<file path="src/rtl/wdog_pkg.sv">
package wdog_pkg;
  localparam int TMO_W     = 10;
  localparam int RUN_BIT   = 0;
  localparam int FIRED_BIT = 1;
  localparam int ACT_BIT   = 2;
  localparam int DIS_BIT   = 3;
  localparam int TRIG_BIT  = 7;
endpackage

</file>
<file path="src/rtl/wdog_prescaler.sv">
module wdog_prescaler #(
  parameter int CLK_PER_SEC = 250_000_000
) (
  input  logic clk_i,
  input  logic rst_ni,
  input  logic clr_i,
  input  logic en_i,
  output logic tick_o
);
  localparam int PW = (CLK_PER_SEC > 1) ? $clog2(CLK_PER_SEC) : 1;
  localparam logic [PW-1:0] LAST = PW'(CLK_PER_SEC - 1);

  logic [PW-1:0] cnt_q;

  assign tick_o = en_i & ~clr_i & (cnt_q == LAST);

  always_ff @(posedge clk_i or negedge rst_ni) begin
    if (!rst_ni)     cnt_q <= '0;
    else if (clr_i)  cnt_q <= '0;
    else if (tick_o) cnt_q <= '0;
    else if (en_i)   cnt_q <= cnt_q + 1'b1;
  end
endmodule

</file>
<file path="src/rtl/wdog_countdown.sv">
module wdog_countdown #(
  parameter int W = 10
) (
  input  logic         clk_i,
  input  logic         rst_ni,
  input  logic         load_i,
  input  logic [W-1:0] load_val_i,
  input  logic         tick_i,
  output logic         armed_o,
  output logic         expire_o
);
  logic [W-1:0] rem_q;
  logic         armed_q;

  assign armed_o  = armed_q;
  assign expire_o = tick_i & armed_q & (rem_q == W'(1));

  always_ff @(posedge clk_i or negedge rst_ni) begin
    if (!rst_ni) begin
      rem_q   <= '0;
      armed_q <= 1'b0;
    end else if (load_i) begin
      rem_q   <= load_val_i;
      armed_q <= 1'b1;
    end else if (tick_i && armed_q) begin
      rem_q <= rem_q - 1'b1;
      if (rem_q == W'(1)) armed_q <= 1'b0;
    end
  end
endmodule

</file>
<file path="src/rtl/wdog_pulse.sv">
module wdog_pulse #(
  parameter int PULSE_CYCLES = 64
) (
  input  logic clk_i,
  input  logic rst_ni,
  input  logic fire_i,
  input  logic sel_pwr_i,
  output logic reset_o,
  output logic poweroff_o
);
  localparam int CW = $clog2(PULSE_CYCLES + 1);

  logic [CW-1:0] cnt_q;
  logic          pwr_q;
  logic          busy;

  assign busy       = (cnt_q != '0);
  assign reset_o    = busy & ~pwr_q;
  assign poweroff_o = busy & pwr_q;

  always_ff @(posedge clk_i or negedge rst_ni) begin
    if (!rst_ni) begin
      cnt_q <= '0;
      pwr_q <= 1'b0;
    end else if (fire_i) begin
      cnt_q <= CW'(PULSE_CYCLES);
      pwr_q <= sel_pwr_i;
    end else if (busy) begin
      cnt_q <= cnt_q - 1'b1;
    end
  end
endmodule

</file>
<file path="src/rtl/wdog_ctrl.sv">
module wdog_ctrl
  import wdog_pkg::*;
#(
  parameter int CLK_PER_SEC  = 250_000_000,
  parameter int PULSE_CYCLES = 64,
  parameter int DEF_TIMEOUT  = 60
) (
  input  logic        clk_i,
  input  logic        rst_ni,
  input  logic        sys_rst_ni,
  input  logic        cfg_en_i,
  input  logic        cfg_win_en_i,
  input  logic        req_i,
  input  logic        we_i,
  input  logic [2:0]  addr_i,
  input  logic [31:0] wdata_i,
  output logic [31:0] rdata_o,
  output logic        reset_req_o,
  output logic        poweroff_req_o
);
  logic             ctl_rst_n;
  logic             aligned, wr_ok, wr_ctl, wr_tmo, trig;
  logic             run_q, act_q, fired_q;
  logic [TMO_W-1:0] timeout_q, tmo_wr;
  logic             armed, count_en, tick, expire;
  logic             unused_wdata;

  // control state follows both resets; fired flag and pulse only power-on
  assign ctl_rst_n = rst_ni & sys_rst_ni;

  assign aligned = (addr_i[1:0] == 2'b00);
  assign wr_ok   = req_i & we_i & cfg_win_en_i & aligned;
  assign wr_ctl  = wr_ok & ~addr_i[2];
  assign wr_tmo  = wr_ok & addr_i[2];
  assign trig    = wr_ctl & wdata_i[TRIG_BIT];
  assign tmo_wr  = (wdata_i[TMO_W-1:0] == '0) ? TMO_W'(1) : wdata_i[TMO_W-1:0];

  assign unused_wdata = ^{wdata_i[31:TMO_W]};

  always_ff @(posedge clk_i or negedge ctl_rst_n) begin
    if (!ctl_rst_n) begin
      run_q     <= 1'b0;
      act_q     <= 1'b0;
      timeout_q <= TMO_W'(DEF_TIMEOUT);
    end else begin
      if (wr_ctl) begin
        run_q <= wdata_i[RUN_BIT];
        act_q <= wdata_i[ACT_BIT];
      end
      if (wr_tmo) timeout_q <= tmo_wr;
    end
  end

  always_ff @(posedge clk_i or negedge rst_ni) begin
    if (!rst_ni)                         fired_q <= 1'b0;
    else if (expire)                     fired_q <= 1'b1;
    else if (wr_ctl && wdata_i[FIRED_BIT]) fired_q <= 1'b0;
  end

  assign count_en = run_q & cfg_en_i & armed;

  wdog_prescaler #(.CLK_PER_SEC(CLK_PER_SEC)) u_presc (
    .clk_i  (clk_i),
    .rst_ni (ctl_rst_n),
    .clr_i  (trig),
    .en_i   (count_en),
    .tick_o (tick)
  );

  wdog_countdown #(.W(TMO_W)) u_cnt (
    .clk_i      (clk_i),
    .rst_ni     (ctl_rst_n),
    .load_i     (trig),
    .load_val_i (timeout_q),
    .tick_i     (tick),
    .armed_o    (armed),
    .expire_o   (expire)
  );

  wdog_pulse #(.PULSE_CYCLES(PULSE_CYCLES)) u_pulse (
    .clk_i      (clk_i),
    .rst_ni     (rst_ni),
    .fire_i     (expire),
    .sel_pwr_i  (act_q),
    .reset_o    (reset_req_o),
    .poweroff_o (poweroff_req_o)
  );

  always_comb begin
    rdata_o = '0;
    if (cfg_win_en_i && aligned) begin
      if (addr_i[2]) begin
        rdata_o[TMO_W-1:0] = timeout_q;
      end else begin
        rdata_o[RUN_BIT]   = run_q;
        rdata_o[FIRED_BIT] = fired_q;
        rdata_o[ACT_BIT]   = act_q;
        rdata_o[DIS_BIT]   = ~cfg_en_i;
      end
    end
  end
endmodule

</file>
<file path="config.mk">
export PLATFORM = sky130hd
export DESIGN_NAME = wdog_ctrl
export DESIGN_NICKNAME = d
export VERILOG_FILES = /design/src/rtl/wdog_pkg.sv /design/src/rtl/wdog_prescaler.sv /design/src/rtl/wdog_countdown.sv /design/src/rtl/wdog_pulse.sv /design/src/rtl/wdog_ctrl.sv
export SDC_FILE = /design/constraint.sdc
export NUM_CORES = 1
export LEC_CHECK = 0
export BUFFER_PORTS_ARGS = -buffer_cell sky130_fd_sc_hd__buf_2
export CAP_MARGIN = 20
export CORE_UTILIZATION = 51
export CTS_BUF_LIST = sky130_fd_sc_hd__clkbuf_8
export CTS_CLUSTER_SIZE = 28
export DETAILED_ROUTE_END_ITERATION = 6
export GPL_TIMING_DRIVEN = 0
export PLACE_DENSITY_LB_ADDON = 0.25
export SLEW_MARGIN = 15
export SYNTH_ARGS = -nofsm -noshare
export SYNTH_HDL_FRONTEND = slang
export SYNTH_SLANG_ARGS = --single-unit
</file>
<file path="constraint.sdc">
create_clock -name clk_i -period 2.3 [get_ports clk_i]
set_input_delay 0.46 -clock clk_i [delete_from_list [all_inputs] [get_ports clk_i]]
set_output_delay 0.46 -clock clk_i [all_outputs]
set_load 0.03 [all_outputs]
</file>
==> impl_metrics.toml, run 1 <==
[cells_and_area]
syn2layout_area_growth_pct = 16.7
multi_input_area_mm2 = 0.00193
instances_no_fill = 554
n_fill_cell = 600
drive_gt1_frac = 0.260
ff_latch_area_mm2 = 0.00151
final_cell_area_mm2 = 0.00421
final_cell_mix = "dfrtp_1, a31oi_1, buf_2"
layout_commonest_cell = "dfrtp_1"
antenna_cells = 0
nets = 500

[floorplan]
ios = 76
core_area_mm2 = 0.00679
initial_core_util = 0.531
placementRows = 30
dieHeight_um = 86.1
die_area_mm2 = 0.00741
die_x_um = 86.1

[placement]
post-dp-hpwl_mm = 5.87
placed_cell_area_mm2 = 0.00396
io_buffers = 31
placed_cells = 535
place_congestion = 0.903

[timing]
max_freq_mhz = 455
final_hold_viol_count = 0
worstMarginPinSlew_ps = 662
final_max_slew_viol_count = 0
slew_headroom = 0.555
clock_skew_ps = 10.6
setup_viol = 0
period_minus_slack_ps = 2200
post-route-period-util = 0.956

[setup_path]
ff2ff_path_depth = 9
r2r_setup_slack_ps = 110
reg2reg_from = "u_presc.cnt_q[1]"
crit_type = "reg2out"
crit-reg2reg-capture = "u_presc.cnt_q[17]"
endpoint_kind = "primary output"
critical_path_peak_fanout = 6
startpoint_type = "flip-flop"
cp.required_ps = 1840
crit_arrival_ps = 1740

[drt]
wl_per_cell_um = 14.8
drc = 0
dr.pass1.iters = 5
drt_first_iter_violations = 252
routed_via_density = 5.75
vias = 3188
wl_mm = 8.19
ant_nets = 0

[synthesis]
netlist_area_mm2 = 0.00361
ys_types = 52
syn-instance-count = 387
ys_warn_count = 0
synth-edff-count = 0
synth_async_sr_flop_share = 1.00
syn_area_per_cell_um2 = 9.32
synth_flop_cell = "dfrtp_1"
yosysSeqAreaShare = 0.418
ys_ff_latch = 60

[clock_network]
cts_max_path_buffers = 2
cts.reportedPaths.clkPinSlew_ps = 70
cts_buffers = 9
htree_levels = 3
cts.sink_count = 60
clock_latency_ps = 340
root_buffer = "clkbuf_8"
cts_tree = "built"

[grt]
overflow = 0
grt_pass1_vias = 2870
grtUsageMet2 = 0.356
grt_pass1_wl_mm = 13.7
grt_max_degree = 52
use_met3 = 0.0346
grt.total_usage = 0.237
grtUsageMet1 = 0.342
antenna_found_initial = 0
grt.busiest_layer = "met2"

[power]
ir_drop_mv = 0.515
leakagePower_nw = 1.87
powerDensity_mw_per_mm2 = 590

[run]
drv_cap = 0

[status]
status = "complete, no violations"

[hold_path]
hp-class = "in2async"
==> logic make-up (layout without fill, tap and decap cells) <==
| family | after synthesis | in the layout | synth area share |
|---|---|---|---|
| AO/OA/AOI/OAI | 71 | 71 | 0.126 |
| other | 1 | 22 | 0.00104 |
| buffers and inverters | 49 | 99 | 0.0791 |
| XOR/XNOR | 15 | 15 | 0.0364 |
| flip-flops | 60 | 60 | 0.418 |
| adder cells (fa/ha/maj) | 5 | 5 | 0.0173 |
| AND/OR/NAND/NOR | 170 | 170 | 0.272 |
| multiplexers | 16 | 16 | 0.0500 |
==> Yosys cell counts, drive strengths merged (3+ instances only) <==
cell type  number  area share
inv             8      0.0083
clkbuf         11       0.011
or3            10       0.019
dfrtp          56        0.39
ha              5       0.017
or3b           12       0.029
dfstp           4       0.029
a31oi          36       0.062
nor2           28       0.029
nand3          16       0.022
xor2            4      0.0097
nor3           13       0.018
and3           14       0.024
nand4           8       0.014
and2            3      0.0052
mux2           13       0.042
nand2          28       0.030
nand3b          4      0.0083
xnor2          11       0.027
and4            6       0.015
nor3b           4       0.011
o21ai          15       0.021
o31a            6       0.015
buf            30       0.059
nor4           15       0.026
mux2i           3      0.0083
a21oi           4      0.0056
==> routing by layer <==
layer,share of wire,vias to the layer above
met5,0,-
met4,0.018,0
met3,0.055,17
met2,0.46,124
met1,0.47,1526
li1,-,1521
==> power breakdown <==
group	internal [mW]	total (mW)	switching [mW]
combinational	0.186	0.414	0.228
clock	0.434	0.835	0.401
sequential	1.15	1.23	0.0811
total	1.77	2.48	0.709
==> per-stage QoR <==
stage	util	hold slack, ps	power (mW)	setup TNS (ps)	worst slack, ps
final	0.619	266	2.48	0	102
after detailed placement	0.583	330	1.63	-3570	-240
after floorplan	-	164	1.53	0	113
after global routing	0.619	349	2.61	-27.3	-27.3
after CTS	0.613	301	2.48	0	25.2
after global placement	0.583	326	1.62	-36960	-695
==> registers in the layout, indices dropped and copies added, names as in the netlist <==
name and count:
act_q 1, run_q 1, timeout_q 10, u_pulse.cnt_q 7, u_cnt.rem_q 10, u_cnt.armed_o 1, u_presc.cnt_q 28, u_pulse.pwr_q 1
fired_q 1
==> final cells by class <==
| class | instances | share of cell area |
|---|---|---|
| multi-input combinational | 299 | 0.460 |
| sequential | 60 | 0.358 |
| buffer | 41 | 0.0627 |
| timing repair buffer | 34 | 0.0428 |
| clock buffer | 11 | 0.0360 |
| tap | 96 | 0.0285 |
| inverter | 8 | 0.00714 |
| clock inverter | 5 | 0.00506 |
==> repair_timing <==
action,4_1_cts,5_1_grt
endpoints found under the hold margin,9,0
hold buffers,1,0
pin swaps,1,0
gates resized for setup,2,15
buffers inserted,2,0
setup endpoints to repair,20,23
==> worst max-delay path by stage <==
| stage | startpoint | end | cells after the start |
|---|---|---|---|
| global route | u_pulse.cnt_q[3] | reset_req_o | 5 |
| floorplan | u_presc.cnt_q[0] | u_pulse.pwr_q | 7 |
| finish | u_pulse.cnt_q[3] | reset_req_o | 5 |
| detailed placement | addr_i[1] | u_presc.cnt_q[12] | 6 |
| global placement | rst_ni | u_presc.cnt_q[13] | 2 |
| CTS | u_presc.cnt_q[1] | u_presc.cnt_q[1] | 7 |
==> critical path, stage by stage (launching register included) <==
cell	delay, ps
dfrtp_1	440
nor3_2	280
and3_1	200
clkbuf_1	240
nor2_1	60
buf_2	180
Power figures use the tool's default switching activity.
==> inputs of run 2 (changes only) <==
--- a/config.mk
+++ b/config.mk
@@ -7,7 +7,9 @@
 export LEC_CHECK = 0
 export BUFFER_PORTS_ARGS = -buffer_cell sky130_fd_sc_hd__buf_2
 export CAP_MARGIN = 20
-export CORE_UTILIZATION = 51
+export CELL_PAD_IN_SITES_DETAIL_PLACEMENT = 0
+export CELL_PAD_IN_SITES_GLOBAL_PLACEMENT = 1
+export CORE_UTILIZATION = 39
 export CTS_BUF_LIST = sky130_fd_sc_hd__clkbuf_8
 export CTS_CLUSTER_SIZE = 28
 export DETAILED_ROUTE_END_ITERATION = 6
==> run 2 against run 1 <==
  * Count of clock-buffer cells in the layout decreased by 2
  * Via count decreased by 1.4%
  * Global-route usage decreased by 4.3 points
  * Die area increased by 30%
  * Sequential power about the same
  * Flip-flop and latch count unchanged
  * Hold slack improved by 7.6 ps
  * Critical path depth increased by 4
  * Cell area increased by 1.8%
  * Clock power increased by 29%
  * Clock skew about the same
  * Critical path type is now reg2reg
  * Highest routed layer unchanged
==> impl_metrics.toml, run 2 (same netlist as run 1, synthesis figures left out) <==
[floorplan]
placementRows = 34
core_area_mm2 = 0.00885
die_area_mm2 = 0.00963
dieHeight_um = 98.2
ios = 76
die_x_um = 98.2
initial_core_util = 0.408

[drt]
drc = 0
ant_nets = 0
wl_mm = 8.77
dr.pass1.iters = 6
routed_via_density = 5.54
drt_first_iter_violations = 147
wl_per_cell_um = 15.5
vias = 3142

[status]
status = "complete, no violations"

[setup_path]
ff2ff_path_depth = 9
reg2reg_from = "u_presc.cnt_q[0]"
startpoint_type = "flip-flop"
crit_type = "reg2reg"
cp.required_ps = 2480
crit-reg2reg-capture = "u_presc.cnt_q[13]"
endpoint_kind = "flip-flop"
r2r_setup_slack_ps = 90
critical_path_peak_fanout = 10
crit_arrival_ps = 2390

[placement]
post-dp-hpwl_mm = 6.19
io_buffers = 31
placed_cell_area_mm2 = 0.00398
pre_cts_slack_ps = -429
place_congestion = 0.842
placed_cells = 547

[timing]
final_hold_viol_count = 0
rsz0062_at_grt = "no"
post-route-period-util = 0.959
max_freq_mhz = 453
final_max_slew_viol_count = 0
worstMarginPinSlew_ps = 683
fin_setup_tns_ps = 0
finalWorstSetupSlack_ps = 94.9
holdWs_ps = 274
period_minus_slack_ps = 2210
setup_viol = 0
clock_skew_ps = 11.1
slew_headroom = 0.541

[cells_and_area]
layout_commonest_cell = "dfrtp_1"
antenna_cells = 0
nets = 501
final_cell_mix = "dfrtp_1, a31oi_1, buf_2"
regMostFlops = "u_presc.cnt_q"
syn2layout_area_growth_pct = 18.8
top_regs = "u_presc.cnt_q: 28 flops, timeout_q: 10 flops, u_cnt.rem_q: 10 flops"
utilization = 0.484
drive_gt1_frac = 0.268
instances_no_fill = 567
largest_reg_flops = 28
final_cell_area_mm2 = 0.00428
n_fill_cell = 870

[clock_network]
htree_levels = 3
cts.sink_count = 60
root_buffer = "clkbuf_8"
cts.reportedPaths.clkPinSlew_ps = 80
cts_max_path_buffers = 2
clock_latency_ps = 340
cts_tree = "built"
cts_buffers = 9

[run]
drv_cap = 0

[power]
leakagePower_nw = 1.89
powerDensity_mw_per_mm2 = 641
ir_drop_mv = 0.276
power_mw = 2.75

[grt]
use_met3 = 0.0315
grt_max_degree = 52
grtUsageMet1 = 0.284
grt_pass1_vias = 2895
overflow = 0
grtUsageMet2 = 0.288
grt.total_usage = 0.194
grt.busiest_layer = "met2"
grt_pass1_wl_mm = 14.8
antenna_found_initial = 0

[hold_path]
hp-class = "in2async"
[run 2: changes by cell type in the layout (fill, tap and decap cells not counted), moves of 2 or more]
cell,previous run,this run
buf_4,28,30
inv_6,0,2
clkbuf_8,11,9
bufinv_16,0,2
inv_1,11,8
[run 2: power by group]
part           internal, mW  switching [mW]  total (mW)
Sequential             1.15          0.0798        1.23
Clock                 0.617           0.465        1.08
Combinational         0.198           0.235       0.432
[run 2: critical path: stages, from the launching register on]
cell and delay, ps:
dfrtp_1 400, ha_4 160, and4_4 250, nand2_2 90, or3_4 410, buf_6 150
buf_4 180, buf_4 190, a31oi_1 140, a31oi_1 70
[run 2: cell type report]
class,instances,area (um2),area share
Buffer,40,263,0.0613
Clock buffer,9,124,0.0289
Clock inverter,7,98.8,0.0231
Inverter,8,30.0,0.00701
Multi-Input combinational cell,299,1930,0.451
Sequential cell,60,1510,0.352
Tap cell,108,135,0.0316
Timing Repair Buffer,36,195,0.0456
[run 2: how the worst max path moves through the flow]
stage                        end        startpoint  cells past startpoint
2_1_floorplan      u_pulse.pwr_q  u_presc.cnt_q[0]                      7
3_3_place_gp    u_presc.cnt_q[0]            rst_ni                      2
3_5_place_dp   u_presc.cnt_q[12]         addr_i[1]                      6
4_1_cts        u_presc.cnt_q[12]  u_presc.cnt_q[1]                      9
5_1_grt        u_presc.cnt_q[12]         addr_i[1]                      8
6_report       u_presc.cnt_q[13]  u_presc.cnt_q[0]                      9
[run 2: what timing repair did]
action,CTS,global route
pin swaps,1,2
gates resized for setup,7,7
endpoints found under the hold margin,9,0
buffers inserted,3,1
gates cloned,0,0
hold buffers,1,0
setup endpoints to repair,20,24
[run 2: metal layers]
metal  wire [um]  vias to the layer above
li1            -                     1528
met2        3840                       98
met3         416                       16
met1        4360                     1500
met5           0                        -
met4         149                        0
